### src/rtl/mxp_ctrl_pkg.sv
`timescale 1ns/1ps
package mxp_ctrl_pkg;

  typedef enum logic [1:0] {
    PM_INT8 = 2'b00,
    PM_FP8  = 2'b01,
    PM_FP6  = 2'b10,
    PM_FP4  = 2'b11
  } prec_mode_e;

  typedef enum logic [1:0] {
    ST_IDLE = 2'd0,
    ST_RUN  = 2'd1,
    ST_DONE = 2'd2
  } seq_state_e;

  localparam logic [1:0] RA_MODE  = 2'd0;
  localparam logic [1:0] RA_DEPTH = 2'd1;
  localparam logic [1:0] RA_TILE  = 2'd2;
  localparam int BUSY_BIT = 8;

  // Accepted operand beats that form one accumulation step
  function automatic logic [3:0] beats_per_step(input logic [1:0] mode);
    case (mode)
      PM_INT8: return 4'd8;
      PM_FP8:  return 4'd2;
      PM_FP6:  return 4'd2;
      default: return 4'd1;
    endcase
  endfunction

endpackage

### src/rtl/mxp_cfg_regs.sv
`timescale 1ns/1ps
module mxp_cfg_regs
  import mxp_ctrl_pkg::*;
#(
  parameter int DATA_W  = 32,
  parameter int DEPTH_W = 8,
  parameter int TILE_W  = 12
) (
  input  logic               clk,
  input  logic               rst_n,
  input  logic               wr_en,
  input  logic [1:0]         addr,
  input  logic [DATA_W-1:0]  wdata,
  input  logic               lock,
  output logic [1:0]         mode,
  output logic [DEPTH_W-1:0] depth,
  output logic [TILE_W-1:0]  tile,
  output logic [DATA_W-1:0]  rdata
);

  logic wr_take;
  assign wr_take = wr_en && !lock;

  always_ff @(posedge clk or negedge rst_n) begin
    if (!rst_n) begin
      mode  <= 2'b00;
      depth <= DEPTH_W'(1);
      tile  <= TILE_W'(1);
    end else if (wr_take) begin
      case (addr)
        RA_MODE:  mode  <= wdata[1:0];
        RA_DEPTH: depth <= wdata[DEPTH_W-1:0];
        RA_TILE:  tile  <= wdata[TILE_W-1:0];
        default:  ;
      endcase
    end
  end

  always_comb begin
    rdata = '0;
    case (addr)
      RA_MODE: begin
        rdata[1:0]     = mode;
        rdata[BUSY_BIT] = lock;
      end
      RA_DEPTH: rdata[DEPTH_W-1:0] = depth;
      RA_TILE:  rdata[TILE_W-1:0]  = tile;
      default:  rdata = '0;
    endcase
  end

endmodule

### src/rtl/mxp_seq_fsm.sv
`timescale 1ns/1ps
module mxp_seq_fsm
  import mxp_ctrl_pkg::*;
#(
  parameter int DEPTH_W = 8,
  parameter int TILE_W  = 12
) (
  input  logic               clk,
  input  logic               rst_n,
  input  logic               start,
  input  logic [1:0]         mode,
  input  logic [DEPTH_W-1:0] depth,
  input  logic [TILE_W-1:0]  tile,
  input  logic               in_valid,
  input  logic               out_ready,
  output logic               running,
  output logic               in_ready,
  output logic               out_valid,
  output logic               done,
  output logic               busy
);

  localparam int BEAT_W = DEPTH_W + 4;

  function automatic logic [DEPTH_W-1:0] depth_eff(input logic [DEPTH_W-1:0] d);
    return (d == '0) ? DEPTH_W'(1) : d;
  endfunction

  function automatic logic [TILE_W-1:0] tile_eff(input logic [TILE_W-1:0] t);
    return (t == '0) ? TILE_W'(1) : t;
  endfunction

  seq_state_e        state;
  logic [BEAT_W-1:0] beat_cnt;
  logic [BEAT_W-1:0] beat_target;
  logic [TILE_W-1:0] out_cnt;
  logic              beat_take;
  logic              step_last;
  logic              tile_last;

  assign running     = (state == ST_RUN);
  assign in_ready    = running && out_ready;
  assign beat_take   = in_valid && in_ready;
  assign beat_target = BEAT_W'(depth_eff(depth)) * BEAT_W'(beats_per_step(mode));
  assign step_last   = beat_take && (beat_cnt == beat_target - BEAT_W'(1));
  assign tile_last   = step_last && (out_cnt == tile_eff(tile) - TILE_W'(1));
  assign done        = (state == ST_DONE);
  assign busy        = (state != ST_IDLE);

  always_ff @(posedge clk or negedge rst_n) begin
    if (!rst_n) begin
      state     <= ST_IDLE;
      beat_cnt  <= '0;
      out_cnt   <= '0;
      out_valid <= 1'b0;
    end else begin
      out_valid <= step_last;
      case (state)
        ST_IDLE: begin
          if (start) begin
            state    <= ST_RUN;
            beat_cnt <= '0;
            out_cnt  <= '0;
          end
        end
        ST_RUN: begin
          if (beat_take) begin
            if (step_last) begin
              beat_cnt <= '0;
              out_cnt  <= out_cnt + TILE_W'(1);
              if (tile_last) state <= ST_DONE;
            end else begin
              beat_cnt <= beat_cnt + BEAT_W'(1);
            end
          end
        end
        default: state <= ST_IDLE;
      endcase
    end
  end

endmodule

### src/rtl/mxp_unit_gate.sv
`timescale 1ns/1ps
module mxp_unit_gate
  import mxp_ctrl_pkg::*;
#(
  parameter int NCH = 4
) (
  input  logic           running,
  input  logic [1:0]     mode,
  output logic [NCH-1:0] chan_en,
  output logic [2:0]     fp_unit_en
);

  logic fp_active;
  assign fp_active = running && (mode != PM_INT8);

  assign chan_en[0] = running;
  for (genvar ch = 1; ch < NCH; ch++) begin : g_chan
    assign chan_en[ch] = fp_active;
  end

  // bit 0 alignment, bit 1 wide adder, bit 2 early accumulation
  assign fp_unit_en = {3{fp_active}};

endmodule

### src/rtl/mxp_mac_ctrl.sv
`timescale 1ns/1ps
module mxp_mac_ctrl #(
  parameter int DATA_W  = 32,
  parameter int DEPTH_W = 8,
  parameter int TILE_W  = 12,
  parameter int NCH     = 4
) (
  input  logic              clk,
  input  logic              rst_n,
  input  logic              cfg_wr_en,
  input  logic [1:0]        cfg_addr,
  input  logic [DATA_W-1:0] cfg_wdata,
  output logic [DATA_W-1:0] cfg_rdata,
  input  logic              start,
  output logic              busy,
  output logic              done,
  input  logic              in_valid,
  output logic              in_ready,
  input  logic              out_ready,
  output logic              out_valid,
  output logic              acc_clear,
  output logic [1:0]        mode_out,
  output logic [NCH-1:0]    chan_en,
  output logic [2:0]        fp_unit_en
);

  logic [1:0]         cfg_mode;
  logic [DEPTH_W-1:0] cfg_depth;
  logic [TILE_W-1:0]  cfg_tile;
  logic               running;

  mxp_cfg_regs #(.DATA_W(DATA_W), .DEPTH_W(DEPTH_W), .TILE_W(TILE_W)) u_regs (
    .clk   (clk),
    .rst_n (rst_n),
    .wr_en (cfg_wr_en),
    .addr  (cfg_addr),
    .wdata (cfg_wdata),
    .lock  (busy),
    .mode  (cfg_mode),
    .depth (cfg_depth),
    .tile  (cfg_tile),
    .rdata (cfg_rdata)
  );

  mxp_seq_fsm #(.DEPTH_W(DEPTH_W), .TILE_W(TILE_W)) u_fsm (
    .clk       (clk),
    .rst_n     (rst_n),
    .start     (start),
    .mode      (cfg_mode),
    .depth     (cfg_depth),
    .tile      (cfg_tile),
    .in_valid  (in_valid),
    .out_ready (out_ready),
    .running   (running),
    .in_ready  (in_ready),
    .out_valid (out_valid),
    .done      (done),
    .busy      (busy)
  );

  mxp_unit_gate #(.NCH(NCH)) u_gate (
    .running    (running),
    .mode       (cfg_mode),
    .chan_en    (chan_en),
    .fp_unit_en (fp_unit_en)
  );

  assign acc_clear = out_valid;
  assign mode_out  = cfg_mode;

endmodule

### config.mk
export PLATFORM = sky130hd
export DESIGN_NAME = mxp_mac_ctrl
export DESIGN_NICKNAME = d
export VERILOG_FILES = /design/src/rtl/mxp_ctrl_pkg.sv /design/src/rtl/mxp_cfg_regs.sv /design/src/rtl/mxp_seq_fsm.sv /design/src/rtl/mxp_unit_gate.sv /design/src/rtl/mxp_mac_ctrl.sv
export SDC_FILE = /design/constraint.sdc
export NUM_CORES = 1
export LEC_CHECK = 0
export ABC_AREA = 1
export CORE_MARGIN = 2
export CORE_UTILIZATION = 30
export CTS_CLUSTER_SIZE = 20
export DETAILED_ROUTE_END_ITERATION = 12
export DONT_BUFFER_PORTS = 1
export PLACE_DENSITY = 0.46
export SYNTH_ARGS = -nofsm -noshare
export SYNTH_HDL_FRONTEND = slang
export SYNTH_SLANG_ARGS = --single-unit
### constraint.sdc
create_clock -name clk -period 6 [get_ports clk]
set_clock_uncertainty 0.1 [all_clocks]
set_input_delay 1.2 -clock clk [delete_from_list [all_inputs] [get_ports clk]]
set_output_delay 1.2 -clock clk [all_outputs]
set_load 0.01 [all_outputs]
* Word level (Yosys, flattened, before mapping)
Index checks and enable logic that the tools add are counted.
** Word-level totals
- Flip-flop bits (word level) :: 49
- Bits in read-only memories :: 0
- Input port bits :: 40
- Memories kept :: 0
- Bits in writable memories :: 0
- Latch bits :: 0
- Word-level logic and storage cells :: 65
** Operators by class
- Shift-type cells :: 0
- Eq/ne operators :: 12
- Divide/modulo/power cells :: 0
- Add/sub/neg operators :: 4
- Order comparisons :: 0
- Reduce and logical (&&, ||, !) cells :: 22
- Mux-type cells :: 19
- Multipliers :: 1
- Bitwise logic cells :: 0
** Operator list (count)
- $mux 12 :: 6
- $pmux 12 s2 :: 2
- $add 12x1->12 const B :: 2
- $eq 12x12->1 :: 2
- $sub 12x1->12 const B :: 2
- $logic_not 12->1 :: 1
- $mul 8x4->12 :: 1
- $pmux 6 s2 :: 1
- $logic_not 8->1 :: 1
- $mux 2 :: 4
- $mux 8 :: 1
- $ne 2x2->1 const B :: 4
- $pmux 4 s2 :: 1
- $reduce_and 4->1 :: 2
- $eq 2x1->1 const B :: 3
- $eq 2x2->1 const B :: 3
- $logic_and 1x1->1 :: 6
- $logic_not 2->1 :: 3
- $pmux 2 s3 :: 1
- $reduce_and 2->1 :: 3
- $reduce_bool 2->1 :: 3
- $pmux 2 s2 :: 1
- $mux 3 :: 1
- $reduce_and 3->1 :: 1
- other kinds (3) :: 3

* Longest topological paths before layout
- Word-level depth :: 12
- Depth in mapped cells :: 27
- Gate-level depth less buffers :: 25

* Cells and area by module
From an unflattened synthesis, not the netlist that was laid out.
** Second synthesis, totals
- Cell total of the unflattened synthesis :: 751
- Area total of the unflattened synthesis :: 4992.3 µm²
** By module, submodules not included
- mxp_seq_fsm :: area an instance 3535.9 µm², cells each 568, times used 1, sequential area each 675.6 µm²
- mxp_cfg_regs :: area an instance 1385.1 µm², cells each 172, times used 1, sequential area each 553.0 µm²
- mxp_unit_gate :: area an instance 63.8 µm², cells each 10, times used 1, sequential area each 0.0 µm²
- mxp_mac_ctrl :: area an instance 7.5 µm², cells each 1, times used 1, sequential area each 0.0 µm²

* Worst setup path before layout
Ideal clock, no wire load.
- Path type :: register -> register
- Start :: reg u_regs.mode[0]
- End :: reg u_fsm.out_cnt[2]
- Arrival :: 3.647 ns
- Setup slack :: 2.135 ns
- Cell stages (with the launch flop) :: 24
- Clock period less this slack :: 3.865 ns
- Cells stage by stage :: dfrtp_1 inv_1 ha_1 clkbuf_1 nand2_1 fa_1 fa_1 inv_1 ha_1 a21oi_1 nor2_1 nor2_1 nand2_1 inv_2 nand2_1 nand2_1 nand3_1 nor2_2 nand3_2 nand2_4 nand2_4 buf_6 nand2_1 nand2_1
** On the way
- Cells in the longest elaborated chain, start to end :: 9
** RTL lines
- start, declared :: line mxp_cfg_regs.sv:15 : output logic [1:0] mode,
- start signal, assigned :: line mxp_cfg_regs.sv:31 : RA_MODE: mode <= wdata[1:0];
- $eq 2x1->1 or $eq 2x2->1 (tied branches) :: line mxp_ctrl_pkg.sv:24 : case (mode)
- $reduce_or 2->1 (no line)
- $pmux 4 s2 (*) :: line mxp_ctrl_pkg.sv:24
- $mul 8x4->12 (*) :: line mxp_seq_fsm.sv:44 : assign beat_target = BEAT_W'(depth_eff(depth)) * BEAT_W'(beats_per_step(mode));
- $sub 12x1->12 (*) :: line mxp_seq_fsm.sv:45 : assign step_last = beat_take && (beat_cnt == beat_target - BEAT_W'(1));
- $eq 12x12->1 (*) :: line mxp_seq_fsm.sv:45
- $logic_and 1x1->1 (*) :: line mxp_seq_fsm.sv:45
- $ne 2x2->1 (no line) (*)
- $reduce_and 4->1 (no line) (*)
- end signal, assigned :: line mxp_seq_fsm.sv:70 : out_cnt <= out_cnt + TILE_W'(1);
- end, declared :: line mxp_seq_fsm.sv:36 : logic [TILE_W-1:0] out_cnt;
Every way passes the cells marked *; elsewhere a longest branch is shown, timed or not.
A chain may end at the register's enable or synchronous reset.

* Final worst setup path
- Start :: reg u_regs.mode[0]
- End :: reg u_fsm.beat_cnt[2]
** On the way
- Cells in the longest elaborated chain, start to end :: 10
** RTL lines
- $eq 2x1->1 or $eq 2x2->1 (tied branches) :: line mxp_ctrl_pkg.sv:24
- $reduce_or 2->1 (no line)
- $pmux 4 s2 (*) :: line mxp_ctrl_pkg.sv:24
- $mul 8x4->12 (*) :: line mxp_seq_fsm.sv:44
- $sub 12x1->12 (*) :: line mxp_seq_fsm.sv:45
- $eq 12x12->1 (*) :: line mxp_seq_fsm.sv:45
- $logic_and 1x1->1 (*) :: line mxp_seq_fsm.sv:45
- $mux 12 (*) :: line mxp_seq_fsm.sv:68 : if (step_last) begin
- $mux 12 (*) :: line mxp_seq_fsm.sv:67 : if (beat_take) begin
- $pmux 12 s2 (*) :: line mxp_seq_fsm.sv:58 : case (state)
- end signal, assigned :: line mxp_seq_fsm.sv:73 : beat_cnt <= beat_cnt + BEAT_W'(1);
- end, declared :: line mxp_seq_fsm.sv:34 : logic [BEAT_W-1:0] beat_cnt;
Every way passes the cells marked *; elsewhere a longest branch is shown, timed or not. The select of a mux whose other input is x is not followed.

==> flow_summary_export.csv <==
group,metric,value,unit
run,maxCapViolations,0,
power_and_ir_drop,leakage,0.00268,uW
clock_tree,cts_resized,0,
setup_path,cp_max_fo,13,
cells_and_area,fill_cells,1815,
clock_tree,holdBufCountCts,0,
timing,setup_slack,1.61,ns
clock_tree,cts-root-buf,"clkbuf_16",
logic_synthesis,synth-seq-area-share,25.3,%
place,dpl.hpwl,9.93,mm
floorplanning,die_w,131,um
drt,first_pass_iters,6,
setup_path,slowest_stage,"fa_1",
place,place_ws,1.62,ns
logic_synthesis,synth.area.top_cells,"dfrtp_1 24%, nand2_1 16%, inv_1 9.0%",
setup_path,r2r-end,"u_fsm.beat_cnt[2]$_DFFE_PN0P_",
global_route,grt_start_max_net_pins,50,
drt,wl_per_cell,13.2,um
cells_and_area,final_common_cell,"nand2_1",
setup_path,worstPathArrival,4.47,ns
cells_and_area,areaGrowthSynthToFinish,4.37,%
drt,via_per_inst,4.45,
cells_and_area,antenna_cells,0,
logic_synthesis,yosys.cell_types.count,38,
clock_tree,cts.sink_count,49,
drt,met3WireLength,372,um
clock_tree,cts_buffers,5,
setup_path,critPathRequiredTime,6.09,ns
timing,worstMarginPinSlew,0.778,ns
drt,antenna_left,0,
logic_synthesis,avgSynthCellArea,6.69,um^2
setup_path,reg2reg_depth,22,
hold_path,holdPathEnd,"u_regs.tile[0]$_DFFE_PN1P_",
drt,top_layer,"met4",
timing,tns,0,ns
logic_synthesis,yosys_warnings,0,
logic_synthesis,yosysTopAreaCell,"dfrtp_1",
clock_tree,clk_pin_slew,0.08,ns
clock_tree,cts_tree,"yes",
global_route,grt_pass1_vias,4251,
logic_synthesis,synth-seq-cells,49,
floorplanning,die_y,131,um
hold_path,hp-class,"reg -> reg",
setup_path,cp-start-kind,"register",
timing,fmax,228,MHz
setup_path,worst_setup_path_end_kind,"register",
clock_tree,clk_latency,0.31,ns
timing,final.period_utilization,73.1,%
power_and_ir_drop,irDropWorstVdd,0.000159,V
setup_path,r2r-start,"u_regs.mode[0]$_DFFE_PN0P_",
cells_and_area,drive_above_1_share,5.46,%
global_route,grt_pass1_wl,21.3,mm
power_and_ir_drop,total_power,2380,uW
floorplanning,core.rowCount,46,
global_route,grt_usage,15.0,%
drt,drt_iter0_markers,179,
setup_path,r2r_slack,1.61,ns
setup_path,path_class,"reg -> reg",
global_route,antenna_found_initial,0,
cells_and_area,instances_no_fill,930,
clock_tree,h-tree-depth,2,
timing,setup_viol,0,
drt,route.met2.wl,5.96,mm
logic_synthesis,synth_top_area_share,24.2,%
drt,drc,0,
logic_synthesis,syn_inst,727,
timing,max_slew_margin,48.0,%
floorplanning,ios,86,
cells_and_area,fin_util,32.0,%
place,dp.cells,922,
timing,drv_slew,0,
floorplanning,die-area,17200,um^2
floorplanning,start_util,30.6,%
timing,grt_setup_unrepaired,"no",
drt,routedLengthMet1,5.81,mm
global_route,grt_overflow,0,
power_and_ir_drop,powerDensity,470,nW/um^2
drt,wl,12.3,mm
clock_tree,cts_setup_buffers,0,
setup_path,cp_common_cell,"nand2_1",
place,gp_congestion,0.872,
floorplanning,core_area,15900,um^2
cells_and_area,final_cell_mix,"209 x nand2_1, 117 x inv_1, 68 x nor2_1",
setup_path,cp_slowest_stage_delay,0.54,ns
hold_path,hold_depth,2,
timing,hold_viol_final,0,
place,port_buffers,0,
outcome,status,"complete, no violations",
drt,num_vias,4143,
cells_and_area,final_nets,792,
hold_path,min_from,"u_regs.tile[0]$_DFFE_PN1P_",
clock_tree,clk_path_buf_depth,2,
setup_path,path_cells,"inv_1 > ha_1 > nand2_1 > inv_1 > fa_1 > fa_1 > inv_1 > ha_1 > a21oi_1 > nor2_1 > nor2_1 > nand2_1 > inv_2 > nand2_1 > nand2_1 > nand3_1 > nor2_2 > nand3_2 > nand2_4 > nand2_4 > inv_2 > nor2_1",
logic_synthesis,synth_area,4860,um^2
timing,period_needed,4.39,ns
[per-layer routing]
metal	track usage [%]	vias up
met5	0	-
met3	2.58	9
met2	26.7	52
met1	19.2	1903
li1	-	2179
met4	3.08	0
[synth_stat cells (all sizes together)]
master / instances
clkbuf: 9
dfrtp: 47
nand3b: 6
nor2: 72
a21boi: 2
a21oi: 18
xnor2: 11
o21ai: 27
nor4: 4
xor2: 25
dfstp: 2
buf: 32
inv: 119
clkinv: 1
nor3: 12
o22ai: 1
ha: 27
nand4: 13
nand2: 221
conb: 1
or2: 2
fa: 12
nand3: 57
o21bai: 1
a21o: 2
o211ai: 2
mux2: 1
[cell families (layout without fill, tap and decap cells)]
family          after synthesis  count (layout)  share of synthesized area, %
compound gates               53              53                          6.07
buf+inv                     161             129                          15.2
mux                           1               1                         0.232
xor+xnor                     36              36                          6.48
fa+ha+maj                    39              39                          11.9
other cells                   1              20                        0.0771
simple gates                387             387                          34.8
flops                        49              49                          25.3
[final cells by class]
type / instances / area (um^2) / area share, %
flip-flops and latches: 49 / 1230 / 24.2
well taps: 216 / 270 / 5.32
clock inverters: 3 / 28.8 / 0.567
inverters: 120 / 450 / 8.87
multi-input cells: 536 / 2970 / 58.4
clock buffers: 5 / 125 / 2.46
repair buffers: 1 / 7.51 / 0.148
[how the worst max path moves through the flow]
stage | to | slack [ns] | from
6_report | u_fsm.beat_cnt[2]$_DFFE_PN0P_ | 1.61 | u_regs.mode[0]$_DFFE_PN0P_
5_1_grt | u_fsm.beat_cnt[2]$_DFFE_PN0P_ | 1.22 | u_regs.depth[7]$_DFFE_PN0P_
4_1_cts | u_fsm.beat_cnt[7]$_DFFE_PN0P_ | 1.58 | u_regs.mode[0]$_DFFE_PN0P_
3_5_place_dp | u_fsm.beat_cnt[7]$_DFFE_PN0P_ | 1.62 | u_regs.mode[0]$_DFFE_PN0P_
3_3_place_gp | u_fsm.beat_cnt[2]$_DFFE_PN0P_ | 1.63 | u_regs.mode[0]$_DFFE_PN0P_
2_1_floorplan | u_fsm.out_cnt[2]$_DFFE_PN0P_ | 2.13 | u_regs.mode[0]$_DFFE_PN0P_
[stage by stage]
step           hold slack, ns  area (um^2)
6_report                0.394         5080
2_1_floorplan           0.353         4930
3_3_place_gp            0.373         4920
4_1_cts                 0.397         5080
3_5_place_dp            0.375         4920
5_1_grt                 0.429         5080
[report_power, final]
| part | total (uW) | internal [uW] | leakage, uW | switching [uW] |
|---|---|---|---|---|
| Sequential | 493 | 395 | 0.000636 | 97.6 |
| Combinational | 1580 | 572 | 0.00197 | 1010 |
| Clock | 309 | 160 | 0.0000763 | 148 |
[sequential cells by signal (all words and copies together) (netlist names)]
name / flops
u_fsm.beat_cnt: 12
u_fsm.out_cnt: 12
u_regs.tile: 12
u_regs.depth: 8
u_fsm.state: 2
u_regs.mode: 2
u_fsm.out_valid: 1
[critical path: cells and delay by family, from the launching register on]
family / cells / cell delay (ns)
AO/OA/AOI/OAI: 1 / 0.27
buffers and inverters: 5 / 0.49
adder cells (fa/ha/maj): 4 / 1.67
flip-flops: 1 / 0.48
AND/OR/NAND/NOR: 12 / 1.24
Note: power is estimated with default switching activity, not from simulation.
